$ cat config.mk
export PLATFORM = sky130hd
export DESIGN_NAME = bregfile_top
export DESIGN_NICKNAME = d
export VERILOG_FILES = /design/src/rtl/bregfile_pkg.sv /design/src/rtl/bank_decode.sv /design/src/rtl/access_resolve.sv /design/src/rtl/reg_store.sv /design/src/rtl/bregfile_top.sv
export SDC_FILE = /design/constraint.sdc
export NUM_CORES = 1
export LEC_CHECK = 0
export CAP_MARGIN = 15
export CORE_MARGIN = 3
export CORE_UTILIZATION = 38
export CTS_CLUSTER_SIZE = 16
export DETAILED_ROUTE_END_ITERATION = 7
export DONT_BUFFER_PORTS = 1
export GPL_TIMING_DRIVEN = 0
export MAX_ROUTING_LAYER = met4
export PLACE_DENSITY = 0.59
export SYNTH_ARGS = -nofsm -noshare
export SYNTH_HDL_FRONTEND = slang
export SYNTH_SLANG_ARGS = --single-unit
$ cat constraint.sdc
create_clock -name clk -period 3.13 [get_ports clk]
set_clock_uncertainty 0.2 [all_clocks]
set_input_delay 0.1565 -clock clk [delete_from_list [all_inputs] [get_ports clk]]
set_output_delay 0.1565 -clock clk [all_outputs]
set_load 0.005 [all_outputs]
$ cat src/rtl/bregfile_pkg.sv
package bregfile_pkg;
    localparam int DATA_W = 8;
    localparam int ADDR_W = 7;

    typedef enum logic [2:0] {
        TGT_NONE,
        TGT_INDIR,
        TGT_STATUS,
        TGT_PTR,
        TGT_SCRATCH,
        TGT_GPR
    } tgt_kind_e;

    typedef struct packed {
        tgt_kind_e         kind;
        logic              bank;
        logic [ADDR_W-1:0] idx;
    } tgt_t;
endpackage

$ cat src/rtl/bank_decode.sv
module bank_decode
    import bregfile_pkg::*;
#(
    parameter int SFR_CNT     = 12,
    parameter int TOP_ADDR    = 'h4F,
    parameter int INDIR_ADDR  = 0,
    parameter int STATUS_ADDR = 3,
    parameter int PTR_ADDR    = 4
) (
    input  logic              bank,
    input  logic [ADDR_W-1:0] addr,
    output tgt_t              tgt
);
    localparam logic [ADDR_W-1:0] TOP_A = ADDR_W'(TOP_ADDR);
    localparam logic [ADDR_W-1:0] IND_A = ADDR_W'(INDIR_ADDR);
    localparam logic [ADDR_W-1:0] STS_A = ADDR_W'(STATUS_ADDR);
    localparam logic [ADDR_W-1:0] PTR_A = ADDR_W'(PTR_ADDR);
    localparam logic [ADDR_W-1:0] SFR_A = ADDR_W'(SFR_CNT);

    always_comb begin
        tgt.bank = bank;
        tgt.idx  = addr;
        if (addr > TOP_A) begin
            tgt.kind = TGT_NONE;
        end else if (addr == IND_A) begin
            tgt.kind = TGT_INDIR;
        end else if (addr == STS_A) begin
            tgt.kind = TGT_STATUS;
        end else if (addr == PTR_A) begin
            tgt.kind = TGT_PTR;
        end else if (addr < SFR_A) begin
            tgt.kind = TGT_SCRATCH;
        end else begin
            tgt.kind = TGT_GPR;
            tgt.idx  = addr - SFR_A;
        end
    end
endmodule

$ cat src/rtl/access_resolve.sv
module access_resolve
    import bregfile_pkg::*;
#(
    parameter int SFR_CNT     = 12,
    parameter int TOP_ADDR    = 'h4F,
    parameter int INDIR_ADDR  = 0,
    parameter int STATUS_ADDR = 3,
    parameter int PTR_ADDR    = 4
) (
    input  logic              dir_bank,
    input  logic [DATA_W-1:0] ptr,
    input  logic [ADDR_W-1:0] addr,
    output tgt_t              tgt
);
    tgt_t dir_tgt;
    tgt_t ind_tgt;

    bank_decode #(
        .SFR_CNT(SFR_CNT), .TOP_ADDR(TOP_ADDR), .INDIR_ADDR(INDIR_ADDR),
        .STATUS_ADDR(STATUS_ADDR), .PTR_ADDR(PTR_ADDR)
    ) i_dir (
        .bank(dir_bank),
        .addr(addr),
        .tgt (dir_tgt)
    );

    bank_decode #(
        .SFR_CNT(SFR_CNT), .TOP_ADDR(TOP_ADDR), .INDIR_ADDR(INDIR_ADDR),
        .STATUS_ADDR(STATUS_ADDR), .PTR_ADDR(PTR_ADDR)
    ) i_ind (
        .bank(ptr[DATA_W-1]),
        .addr(ptr[ADDR_W-1:0]),
        .tgt (ind_tgt)
    );

    always_comb begin
        tgt = dir_tgt;
        if (dir_tgt.kind == TGT_INDIR) begin
            tgt = ind_tgt;
            if (ind_tgt.kind == TGT_INDIR) begin
                tgt.kind = TGT_NONE;
            end
        end
    end
endmodule

$ cat src/rtl/reg_store.sv
module reg_store
    import bregfile_pkg::*;
#(
    parameter int SFR_CNT  = 12,
    parameter int TOP_ADDR = 'h4F
) (
    input  logic              clk,
    input  logic              rst_n,
    input  tgt_t              rd_tgt,
    output logic [DATA_W-1:0] rd_data,
    input  logic              wr_en,
    input  tgt_t              wr_tgt,
    input  logic [DATA_W-1:0] wr_data,
    output logic [DATA_W-1:0] status_q,
    output logic [DATA_W-1:0] ptr_q
);
    localparam int GPR_CNT = TOP_ADDR + 1 - SFR_CNT;
    localparam int GPR_IW  = $clog2(GPR_CNT);
    localparam int SCR_IW  = $clog2(SFR_CNT);
    localparam int NBANK   = 2;

    logic [DATA_W-1:0] scr_q [NBANK][SFR_CNT];
    logic [DATA_W-1:0] gpr_q [GPR_CNT];

    always_ff @(posedge clk or negedge rst_n) begin
        if (!rst_n) begin
            status_q <= '0;
            ptr_q    <= '0;
            for (int b = 0; b < NBANK; b++) begin
                for (int i = 0; i < SFR_CNT; i++) begin
                    scr_q[b][i] <= '0;
                end
            end
            for (int g = 0; g < GPR_CNT; g++) begin
                gpr_q[g] <= '0;
            end
        end else if (wr_en) begin
            unique case (wr_tgt.kind)
                TGT_STATUS:  status_q <= wr_data;
                TGT_PTR:     ptr_q    <= wr_data;
                TGT_SCRATCH: scr_q[wr_tgt.bank][wr_tgt.idx[SCR_IW-1:0]] <= wr_data;
                TGT_GPR:     gpr_q[wr_tgt.idx[GPR_IW-1:0]] <= wr_data;
                default:     ;
            endcase
        end
    end

    always_comb begin
        unique case (rd_tgt.kind)
            TGT_STATUS:  rd_data = status_q;
            TGT_PTR:     rd_data = ptr_q;
            TGT_SCRATCH: rd_data = scr_q[rd_tgt.bank][rd_tgt.idx[SCR_IW-1:0]];
            TGT_GPR:     rd_data = gpr_q[rd_tgt.idx[GPR_IW-1:0]];
            default:     rd_data = '0;
        endcase
    end
endmodule

$ cat src/rtl/bregfile_top.sv
module bregfile_top
    import bregfile_pkg::*;
#(
    parameter int SFR_CNT     = 12,
    parameter int TOP_ADDR    = 'h4F,
    parameter int INDIR_ADDR  = 0,
    parameter int STATUS_ADDR = 3,
    parameter int PTR_ADDR    = 4,
    parameter int BANK_BIT    = 5
) (
    input  logic              clk,
    input  logic              rst_n,
    input  logic [ADDR_W-1:0] rd_addr,
    output logic [DATA_W-1:0] rd_data,
    input  logic              wr_en,
    input  logic [ADDR_W-1:0] wr_addr,
    input  logic [DATA_W-1:0] wr_data,
    output logic [DATA_W-1:0] status_o,
    output logic [DATA_W-1:0] ptr_o
);
    tgt_t rd_tgt;
    tgt_t wr_tgt;
    logic [DATA_W-1:0] status_q;
    logic [DATA_W-1:0] ptr_q;

    access_resolve #(
        .SFR_CNT(SFR_CNT), .TOP_ADDR(TOP_ADDR), .INDIR_ADDR(INDIR_ADDR),
        .STATUS_ADDR(STATUS_ADDR), .PTR_ADDR(PTR_ADDR)
    ) i_rd_res (
        .dir_bank(status_q[BANK_BIT]),
        .ptr     (ptr_q),
        .addr    (rd_addr),
        .tgt     (rd_tgt)
    );

    access_resolve #(
        .SFR_CNT(SFR_CNT), .TOP_ADDR(TOP_ADDR), .INDIR_ADDR(INDIR_ADDR),
        .STATUS_ADDR(STATUS_ADDR), .PTR_ADDR(PTR_ADDR)
    ) i_wr_res (
        .dir_bank(status_q[BANK_BIT]),
        .ptr     (ptr_q),
        .addr    (wr_addr),
        .tgt     (wr_tgt)
    );

    reg_store #(
        .SFR_CNT(SFR_CNT), .TOP_ADDR(TOP_ADDR)
    ) i_store (
        .clk     (clk),
        .rst_n   (rst_n),
        .rd_tgt  (rd_tgt),
        .rd_data (rd_data),
        .wr_en   (wr_en),
        .wr_tgt  (wr_tgt),
        .wr_data (wr_data),
        .status_q(status_q),
        .ptr_q   (ptr_q)
    );

    assign status_o = status_q;
    assign ptr_o    = ptr_q;
endmodule

## Yosys cells after proc, flatten, opt, wreduce, memory -nomap -nowiden

Index checks and enable logic that the tools add are counted.

- Bits in registers: 752
- Input bits: 25
- Output and inout bits: 24
- Logic and storage cells: 196

- Add/sub/neg operators: 3
- Magnitude comparators: 15
- Equality and inequality tests: 17
- Muxes and demuxes: 51
- Bitwise operators: 6
- Reduce and logical (&&, ||, !) cells: 10

Operator list:

| operator | number |
|---|---|
| bitwise mux 544 bit | 1 |
| two-way mux 96 bit | 4 |
| bitwise mux 192 bit | 1 |
| two-way mux 7 bit | 15 |
| demux 96 bit (select 1 bit) | 1 |
| binary-select mux 8 bit (select 7 bit) | 1 |
| demux 8 bit (select 7 bit) | 1 |
| two-way mux 8 bit | 6 |
| two-way mux 3 bit | 13 |
| binary-select mux 8 bit (select 4 bit) | 1 |
| demux 8 bit (select 4 bit) | 1 |
| one-hot mux 8 bit (4 select lines) | 1 |
| two-way mux 11 bit | 2 |
| equality test 7 x 2 -> 1 bit (second input constant) | 3 |
| equality test 7 x 3 -> 1 bit (second input constant) | 3 |
| > comparator 7 bit (second input constant) | 3 |
| logical NOT 7 bit | 3 |
| less-than comparator 7 x 4 -> 1 bit (second input constant) | 3 |
| subtractor 7 x 4 -> 7 bit (second input constant) | 3 |
| greater-or-equal comparator 8 bit (second input constant) | 2 |
| NOT 7 -> 8 bit | 2 |
| equality test 3 x 2 -> 1 bit (second input constant) | 4 |
| equality test 3 bit (second input constant) | 4 |
| greater-or-equal comparator 5 bit (second input constant) | 2 |
| other kinds (10) | 22 |

## Longest topological paths before layout

Gate-level depths: netlist of the first run.

- Word-level depth: 17
- Depth in mapped cells: 16
- Mapped depth without buffers: 11

## Hierarchy

A second synthesis of the first run with hierarchy kept.

- Cell total of the unflattened synthesis: 2423
- Area total of the unflattened synthesis: 36103.4 sq um

By module, submodules not included:

| module | times used | cells each | area an instance (sq um) | sequential area each (sq um) |
|---|---|---|---|---|
| reg_store | 1 | 2215 | 34674.5 | 18818.0 |
| bank_decode | 4 | 44 | 282.8 | 0.0 |
| access_resolve | 2 | 16 | 148.9 | 0.0 |

## Least setup slack after synthesis of the first run

No wires, ideal clock.

- Kind: input to output
- From: input rd_addr[2]
- To: output rd_data[6]
- Arrival time: 2974 ps
- Data required time: 2773 ps
- Slack: -200 ps
- Stages: 15
- Path buffers: 4
- Path through: clkbuf_1 > inv_1 > ha_1 > buf_2 > o21bai_1 > o211ai_1 > a211o_1 > a21oi_2 > or2_1 > buf_6 > buf_6 > mux2i_1 > mux2i_1 > a221o_1 > a2111o_1

- Word-level cells in the longest chain between the ends: 16
- Elaborated cells between the ends (all ways): 35
- Those cells by class: 1 x add/sub; 2 x order compare; 7 x eq/ne; 21 x mux; 3 x bitwise; 1 x reduce/logical

Ends and longest elaborated chain:

| item | RTL line | source |
|---|---|---|
| start, declared | bregfile_top.sv:13 | `input logic [ADDR_W-1:0] rd_addr,` |
| less-than comparator 7 x 4 -> 1 bit | bank_decode.sv:31 | `end else if (addr < SFR_A) begin` |
| two-way mux 1 bit | bank_decode.sv:31 |  |
| two-way mux 3 bit | bank_decode.sv:29 | `end else if (addr == PTR_A) begin` |
| two-way mux 3 bit | bank_decode.sv:27 | `end else if (addr == STS_A) begin` |
| two-way mux 3 bit | bank_decode.sv:25 | `end else if (addr == IND_A) begin` |
| two-way mux 3 bit | bank_decode.sv:23 | `if (addr > TOP_A) begin` |
| equality test 3 x 1 -> 1 bit | access_resolve.sv:38 | `if (dir_tgt.kind == TGT_INDIR) begin` |
| two-way mux 11 bit (*) | access_resolve.sv:38 |  |
| NOT 1 -> 2 bit (not written as such) | reg_store.sv:52 | `TGT_SCRATCH: rd_data = scr_q[rd_tgt.bank][rd_tgt.idx[SCR_IW-1:0]];` |
| two-way mux 96 bit (not written as such) (3 in a row) | reg_store.sv:52 |  |
| binary-select mux 8 bit (select 4 bit) | reg_store.sv:52 |  |
| two-way mux 8 bit (not written as such) (2 in a row) | reg_store.sv:52 |  |
| one-hot mux 8 bit (4 select lines) (*) | reg_store.sv:49 | `unique case (rd_tgt.kind)` |
| end, declared | bregfile_top.sv:14 | `output logic [DATA_W-1:0] rd_data,` |

Mark *: on every way between the ends. The rest lies on a longest branch, timed or not. The select of a mux whose other input is x is not followed.

## Worst setup path in the final report of the first run

- From: register i_store.ptr_q[2]
- To: output rd_data[3]

- Word-level cells in the longest chain between the ends: 12
- Elaborated cells between the ends (all ways): 32
- Those cells by class: 1 x add/sub; 2 x order compare; 7 x eq/ne; 19 x mux; 2 x bitwise; 1 x reduce/logical

Ends and longest elaborated chain:

| item | RTL line | source |
|---|---|---|
| start, declared | reg_store.sv:15 | `output logic [DATA_W-1:0] ptr_q` |
| start signal, assigned | reg_store.sv:40 | `TGT_PTR: ptr_q <= wr_data;` |
| subtractor 7 x 4 -> 7 bit / less-than comparator 7 x 4 -> 1 bit (equally long branches) | bank_decode.sv:35, bank_decode.sv:31 |  |
| two-way mux 7 bit | bank_decode.sv:31 |  |
| two-way mux 7 bit | bank_decode.sv:29 |  |
| two-way mux 7 bit | bank_decode.sv:27 |  |
| two-way mux 7 bit | bank_decode.sv:25 |  |
| two-way mux 7 bit | bank_decode.sv:23 |  |
| two-way mux 11 bit (*) | access_resolve.sv:38 |  |
| NOT 7 -> 8 bit (not written as such) / NOT 4 -> 5 bit (equally long branches) | reg_store.sv:53, reg_store.sv:52 |  |
| binary-select mux 8 bit (select 7 bit) / binary-select mux 8 bit (select 4 bit) (equally long branches) | reg_store.sv:53, reg_store.sv:52 |  |
| two-way mux 8 bit (on tied branches) (2 in a row) | reg_store.sv:53, reg_store.sv:52 |  |
| one-hot mux 8 bit (4 select lines) (*) | reg_store.sv:49 |  |

Marks and branches as above.

==> flow_metrics.tcl, run 1 <==
set metrics [dict create \
    outcome "finished with violations" \
    violations "negative hold slack, max-slew violations, negative setup slack" \
    final_cells 4889 \
    grt_pass1_vias 29100 \
    crit_chain "inv_2 > ha_4 > nor2_4 > o21ai_2 > o211ai_1 > buf_4 > a211oi_4 > or2_1 > buf_6 > mux2i_2 > mux2i_1 > a221o_2 > a2111o_1" \
    ir_drop_mv 0.347 \
    worst_pin_slew_ns 3.31 \
    synthCells 3308 \
    port_buffers 0 \
    wl_per_cell_um 30.5 \
    drc 0 \
    avgSynthCellArea_um2 11.3 \
    p_leak_nw 20.9 \
    start_util_pct 38.5 \
    post-route-period-util_pct 143 \
    crit_slowest_cell "dfrtp_2" \
    slowest_delay_ns 0.50 \
    final_core_util_pct 47.5 \
    synth.distinct_cells 88 \
    worstPathMaxFanout 8 \
    hpwlAfterDp_um 101000 \
    synth_top_area_share_pct 50.3 \
    synth_edf_count 0 \
    cts_inserted_buffers 84 \
    drive_gt1_share_pct 34.6 \
    power.total_w 0.0255 \
    cts_sinks 752 \
    cp_data_required_time_ns 2.77 \
    gr-total-overflow 0 \
    yosysWarningCount 0 \
    final_hold_viol_count 752 \
    setup_ws_ns -1.33 \
    viasPerCell 6.06 \
    worstSetupEndpointType "output pin" \
    coreArea_um2 97100 \
    period_minus_slack_ns 4.46 \
    report.final.slew_viol_count 619 \
    die_x_um 320 \
    clk_pin_slew_ns 0.05 \
    synth-main-ff-cell "dfrtp_1" \
    cts_tree "done" \
    hold_path_class "input pin to asynchronous set/reset pin" \
    worstPathArrival_ns 4.11 \
    yosys.area.top_type "dfrtp_1" \
    clock_path_buffers 3 \
    grt_setup_unrepaired "true" \
    drtAntennaViolNets 0 \
    place_area_um2 39500 \
    num_vias 29600 \
    slew_headroom_pct -121 \
    design_area_um2 46100 \
    yosys-top-cells-count "dfrtp_1, nand2_1, mux2_2" \
    clock_latency_ns 0.65 \
    wirelength_um 149000 \
    async_flop_share_pct 100 \
    track_usage_pct 29.7 \
    ys_seq_area_share_pct 50.3 \
    drt_first_pass_iters 6 \
    die_h_um 320 \
    ys_ff_latch 752 \
    grt_pass1_wl_um 214000 \
    area_growth_pct 23.3 \
    setup_viol 748 \
    hold_buffers 10 \
    ioPinCount 49 \
    gp_congestion 0.972 \
    antenna_found_initial 6 \
    critical_path.startpoint_type "register" \
    synth.most_common_cell "dfrtp_1" \
    fin_hold_ws_ns -0.922 \
    max_clock_freq_ghz 0.224 \
    clock-root-buffer "clkbuf_16" \
    syn-num-nets 3342 \
    nNetsFinal 3575 \
    drtIter0Drc 3537 \
    powerDensity_nw_per_um2 552 \
    grt_max_degree 753 \
    numPlacedInstances 4589 \
    dieArea_um2 102000 \
    synth_area_leaders "dfrtp_1, mux2_2, nand2_1" \
    drv_cap 0 \
    synth_area_um2 37400 \
    htreeDepth 3 \
    worstSetupPathType "register to output pin" \
    rows 114 \
]
[what timing repair did]
action | CTS | global route
pin swaps | 90 | 27
gates cloned | 1 | 0
setup buffers | 114 | 21
hold endpoints to repair | 935 | 752
endpoints found under the setup margin | 756 | 756
gates resized for setup | 526 | 13
[cell type report]
class	instances	area [µm²]
Timing Repair Buffer	149	1900
Clock buffer	125	2540
Multi-Input combinational cell	2289	18900
Buffer	246	1910
Clock inverter	26	358
Antenna cell	7	17.5
Inverter	19	81.3
Fill cell	8698	51000
Tap cell	1276	1600
Sequential cell	752	18800
[layout by cell type, fill, tap and decap left out, types with 10 or more instances in the layout]
| cell type | instances |
|---|---|
| a211oi_1 | 37 |
| a21oi_1 | 20 |
| a311oi_1 | 29 |
| a31oi_1 | 68 |
| and3_1 | 98 |
| buf_12 | 59 |
| buf_2 | 21 |
| buf_4 | 85 |
| buf_6 | 49 |
| buf_8 | 23 |
| clkbuf_1 | 118 |
| clkbuf_16 | 92 |
| clkbuf_2 | 10 |
| clkbuf_4 | 15 |
| clkbuf_8 | 34 |
| clkinv_2 | 10 |
| dfrtp_1 | 748 |
| dlygate4sd3_1 | 10 |
| inv_1 | 16 |
| mux2_1 | 195 |
| mux2_2 | 541 |
| mux2_4 | 16 |
| mux2i_1 | 32 |
| mux4_2 | 26 |
| nand2_1 | 601 |
| nand3_1 | 176 |
| nand4_1 | 19 |
| nor2_1 | 31 |
| nor2_4 | 85 |
| o211ai_1 | 13 |
| o21ai_0 | 19 |
[power by group]
part	internal [W]	switching, W	total [W]
clock	0.00619	0.00426	0.0104
combinational	0.00163	0.00259	0.00422
sequential	0.0104	0.000387	0.0108
[flip-flops by register name, summed over array words and instances (netlist names)]
| name | count |
|---|---|
| i_store.scr_q | 192 |
| i_store.status_q | 8 |
| i_store.ptr_q | 8 |
| i_store.gpr_q | 544 |
[per-layer routing]
metal  part of all wire [%]  vias up  wire [µm]  track usage, %
li1                       -    12300          -               -
met2                     43     1500      64800            43.0
met1                     41    15400      60900            39.1
met4                    6.6        0       9850            16.1
met5                      0        -          0               -
met3                    9.2      446      13700            6.12
[logic make-up (layout without fill, tap and decap cells)]
group | Yosys count | in the layout | share of synthesized area, %
other cells | 0 | 7 | 0
flops | 752 | 752 | 50.3
compound gates | 341 | 341 | 6.62
xor+xnor | 3 | 3 | 0.0702
buf+inv | 268 | 565 | 3.07
simple gates | 1118 | 1119 | 14.4
fa+ha+maj | 9 | 9 | 0.301
mux | 817 | 817 | 25.3
[worst paths after layout]
check | start | end | slack (ns) | depth (start not counted)
max | i_store.ptr_q[2]$_DFFE_PN0P_ | rd_data[3] | -1.33 | 13
min | rst_n | i_store.gpr_q[477]$_DFFE_PN0P_ | -0.92 | 0
max reg2reg | i_store.ptr_q[3]$_DFFE_PN0P_ | i_store.gpr_q[307]$_DFFE_PN0P_ | -0.57 | 15
min reg2reg | i_store.gpr_q[150]$_DFFE_PN0P_ | i_store.gpr_q[150]$_DFFE_PN0P_ | 0.29 | 1
max in group asynchronous | rst_n | i_store.gpr_q[244]$_DFFE_PN0P_ | 1.15 | 0
min in group clk | wr_addr[0] | i_store.ptr_q[7]$_DFFE_PN0P_ | 0.02 | 5
[stage by stage]
stage,setup TNS [ns],setup WS (ns)
floorplan,-11.84,-0.0756
global placement,-649.20,-3.16
detailed placement,-653.95,-2.83
CTS,-220.44,-1.20
global route,-337.78,-1.38
finish,-276.13,-1.33
[worst max-delay path: cells and delay by family (launching register included)]
| kind | cells | cell delay (ns) |
|---|---|---|
| AO/OA/AOI/OAI | 5 | 1.55 |
| adder cells (fa/ha/maj) | 1 | 0.29 |
| buffers and inverters | 3 | 0.40 |
| flip-flops | 1 | 0.50 |
| multiplexers | 2 | 0.48 |
| AND/OR/NAND/NOR | 2 | 0.21 |
No activity file was read; power rests on OpenSTA's default activity.
==> inputs of run 2 (changes only) <==
Settings changed: CAP_MARGIN 15 to 20, RECOVER_POWER from default to 25.
==> run 2 against run 1 <==
Compared with the run above: the flow still finishes with violations (negative hold slack, max-slew violations, negative setup slack); critical path depth stayed put; largest power group unchanged; sequential share of layout area shrank 0.39 points; clock power shrank 4%; total power decreased by 1.2%; via count increased by 0.75%; sequential power about the same; fmax down 0.42%; cell count grew 0.14%; routed wire length is 0.41% higher.
==> flow_metrics.tcl, run 2 (same netlist as run 1, synthesis figures left out) <==
set metrics [dict create \
    crit_slowest_cell "a211oi_2" \
    drc 0 \
    die_x_um 320 \
    rr_worst_depth 16 \
    switching_power_w 0.00730 \
    critical_path.startpoint_type "register" \
    r2r_slack_ns -0.62 \
    worst_pin_slew_ns 4.25 \
    fin_hold_ws_ns -0.928 \
    antenna_found_initial 6 \
    slowest_delay_ns 0.51 \
    final_cells 4896 \
    max_clock_freq_ghz 0.223 \
    p_comb_share_pct 17.5 \
    coreArea_um2 97100 \
    worstPathArrival_ns 4.13 \
    rows 114 \
    clock_latency_ns 0.65 \
    power_frac_clock_pct 39.6 \
    num_vias 29900 \
    wirelength_um 150000 \
    numPlacedInstances 4591 \
    largest-register "i_store.gpr_q" \
    reg2reg_from "i_store.ptr_q[3]$_DFFE_PN0P_" \
    p_int_w 0.0178 \
    area_growth_pct 24.5 \
    post-route-period-util_pct 143 \
    clock-root-buffer "clkbuf_16" \
    clk_pin_slew_ns 0.06 \
    report.final.slew_viol_count 572 \
    gr-total-overflow 0 \
    track_usage_pct 29.8 \
    largest_reg_flops 544 \
    design_area_um2 46600 \
    seq_power_share_pct 42.9 \
    violations "negative hold slack, max-slew violations, negative setup slack" \
    drtIter0Drc 3809 \
    hold_path_class "input pin to asynchronous set/reset pin" \
    top_regs "i_store.gpr_q: 544 flops, i_store.scr_q: 192 flops" \
    cp_data_required_time_ns 2.77 \
    start_util_pct 38.5 \
    gp_congestion 0.972 \
    cts_sinks 752 \
    drtAntennaViolNets 0 \
    p_sw_share_pct 29.0 \
    grt_pass1_vias 29000 \
    grt_setup_unrepaired "true" \
    viasPerCell 6.10 \
    die_h_um 320 \
    ioPinCount 49 \
    place_area_um2 39500 \
    setup_viol 744 \
    worstSetupEndpointType "output pin" \
    layout_commonest_cell "dfrtp_1" \
    outcome "finished with violations" \
    drt_first_pass_iters 6 \
    r2r-end "i_store.gpr_q[188]$_DFFE_PN0P_" \
    nNetsFinal 3582 \
    ir_drop_mv 0.364 \
    drive_gt1_share_pct 35.5 \
    slew_headroom_pct -183 \
    grt_pass1_wl_um 214000 \
    cts_tree "done" \
    cp.depth 13 \
    wl_per_cell_um 30.6 \
    final_core_util_pct 48.0 \
    setup_ws_ns -1.35 \
    hpwlAfterDp_um 102000 \
    final_hold_viol_count 752 \
    crit_chain "inv_2 > ha_4 > nor2_4 > o21ai_2 > o211ai_1 > a211oi_4 > or2_1 > buf_6 > clkbuf_4 > buf_6 > a211oi_1 > a211oi_2 > o21ai_4" \
    p_leak_nw 20.9 \
    grt_max_degree 753 \
    power.total_w 0.0251 \
    finalSetupTns_ns -291.80 \
    period_minus_slack_ns 4.48 \
    cts_inserted_buffers 82 \
    hold_buffers 11 \
    worstPathMaxFanout 10 \
    htreeDepth 3 \
    drv_cap 0 \
    critical_path_buf_inv_count 4 \
    worstSetupPathType "register to output pin" \
    cp_common_cell "buf_6" \
    clock_path_buffers 3 \
    port_buffers 0 \
    final_cell_mix "dfrtp_1, nand2_1, mux2_2" \
    crit_family "compound AO/OA/AOI/OAI gates" \
    dieArea_um2 102000 \
    powerDensity_nw_per_um2 540 \
]
==> run 2: through the flow <==
stage               hold slack, ns  setup WS (ns)
floorplan                   -0.339        -0.0756
global placement            -0.163          -3.16
detailed placement          -0.171          -2.80
CTS                         -0.867          -1.27
global route                -0.935          -1.33
finish                      -0.928          -1.35
==> run 2: layout make-up <==
cell class | count | area (µm²)
repair buffers | 157 | 1940
clock buffers | 119 | 2360
flip-flops and latches | 752 | 18800
well taps | 1276 | 1600
diodes | 5 | 12.5
inverters | 19 | 81.3
multi-input cells | 2290 | 19500
clock inverters | 32 | 350
plain buffers | 246 | 1960
fillers | 8663 | 50500
==> run 2: worst register-to-register path: cells and delay by family (launching register included) <==
family / cells / cell delay [ns]
flops: 1 / 0.49
mux: 1 / 0.39
buf+inv: 6 / 0.89
simple gates: 5 / 1.10
fa+ha+maj: 1 / 0.13
compound gates: 3 / 0.44
==> run 2: power by group through the flow <==
stage / sequential (W) / clock, W / combinational (W)
floorplan: 0.0108 / 0 / 0.00209
global placement: 0.0109 / 0 / 0.00329
detailed placement: 0.0109 / 0 / 0.00335
CTS: 0.0108 / 0.0100 / 0.00417
global route: 0.0109 / 0.0104 / 0.00454
finish: 0.0108 / 0.00996 / 0.00439
==> run 2: worst max-delay path by stage <==
stage | start | endpoint
detailed placement | i_store.ptr_q[0]$_DFFE_PN0P_ | rd_data[1]
global route | i_store.ptr_q[2]$_DFFE_PN0P_ | rd_data[6]
finish | i_store.ptr_q[2]$_DFFE_PN0P_ | rd_data[4]
global placement | i_store.ptr_q[1]$_DFFE_PN0P_ | rd_data[2]
floorplan | i_store.ptr_q[3]$_DFFE_PN0P_ | i_store.gpr_q[408]$_DFFE_PN0P_
CTS | i_store.ptr_q[3]$_DFFE_PN0P_ | rd_data[6]
==> run 2: metal layers <==
metal | GRT usage, % | up-vias | wire length, µm
met5 | - | - | 0
met4 | 13.6 | 0 | 8250
met3 | 5.20 | 406 | 13800
met2 | 44.2 | 1549 | 66200
met1 | 40.0 | 15600 | 61600
li1 | - | 12300 | -
==> run 2: timing repair <==
action	in CTS	in global routing
setup buffers	117	21
endpoints found under the hold margin	927	752
pin swaps	81	30
gates cloned	2	0
setup endpoints to repair	756	757
resized for setup	646	48
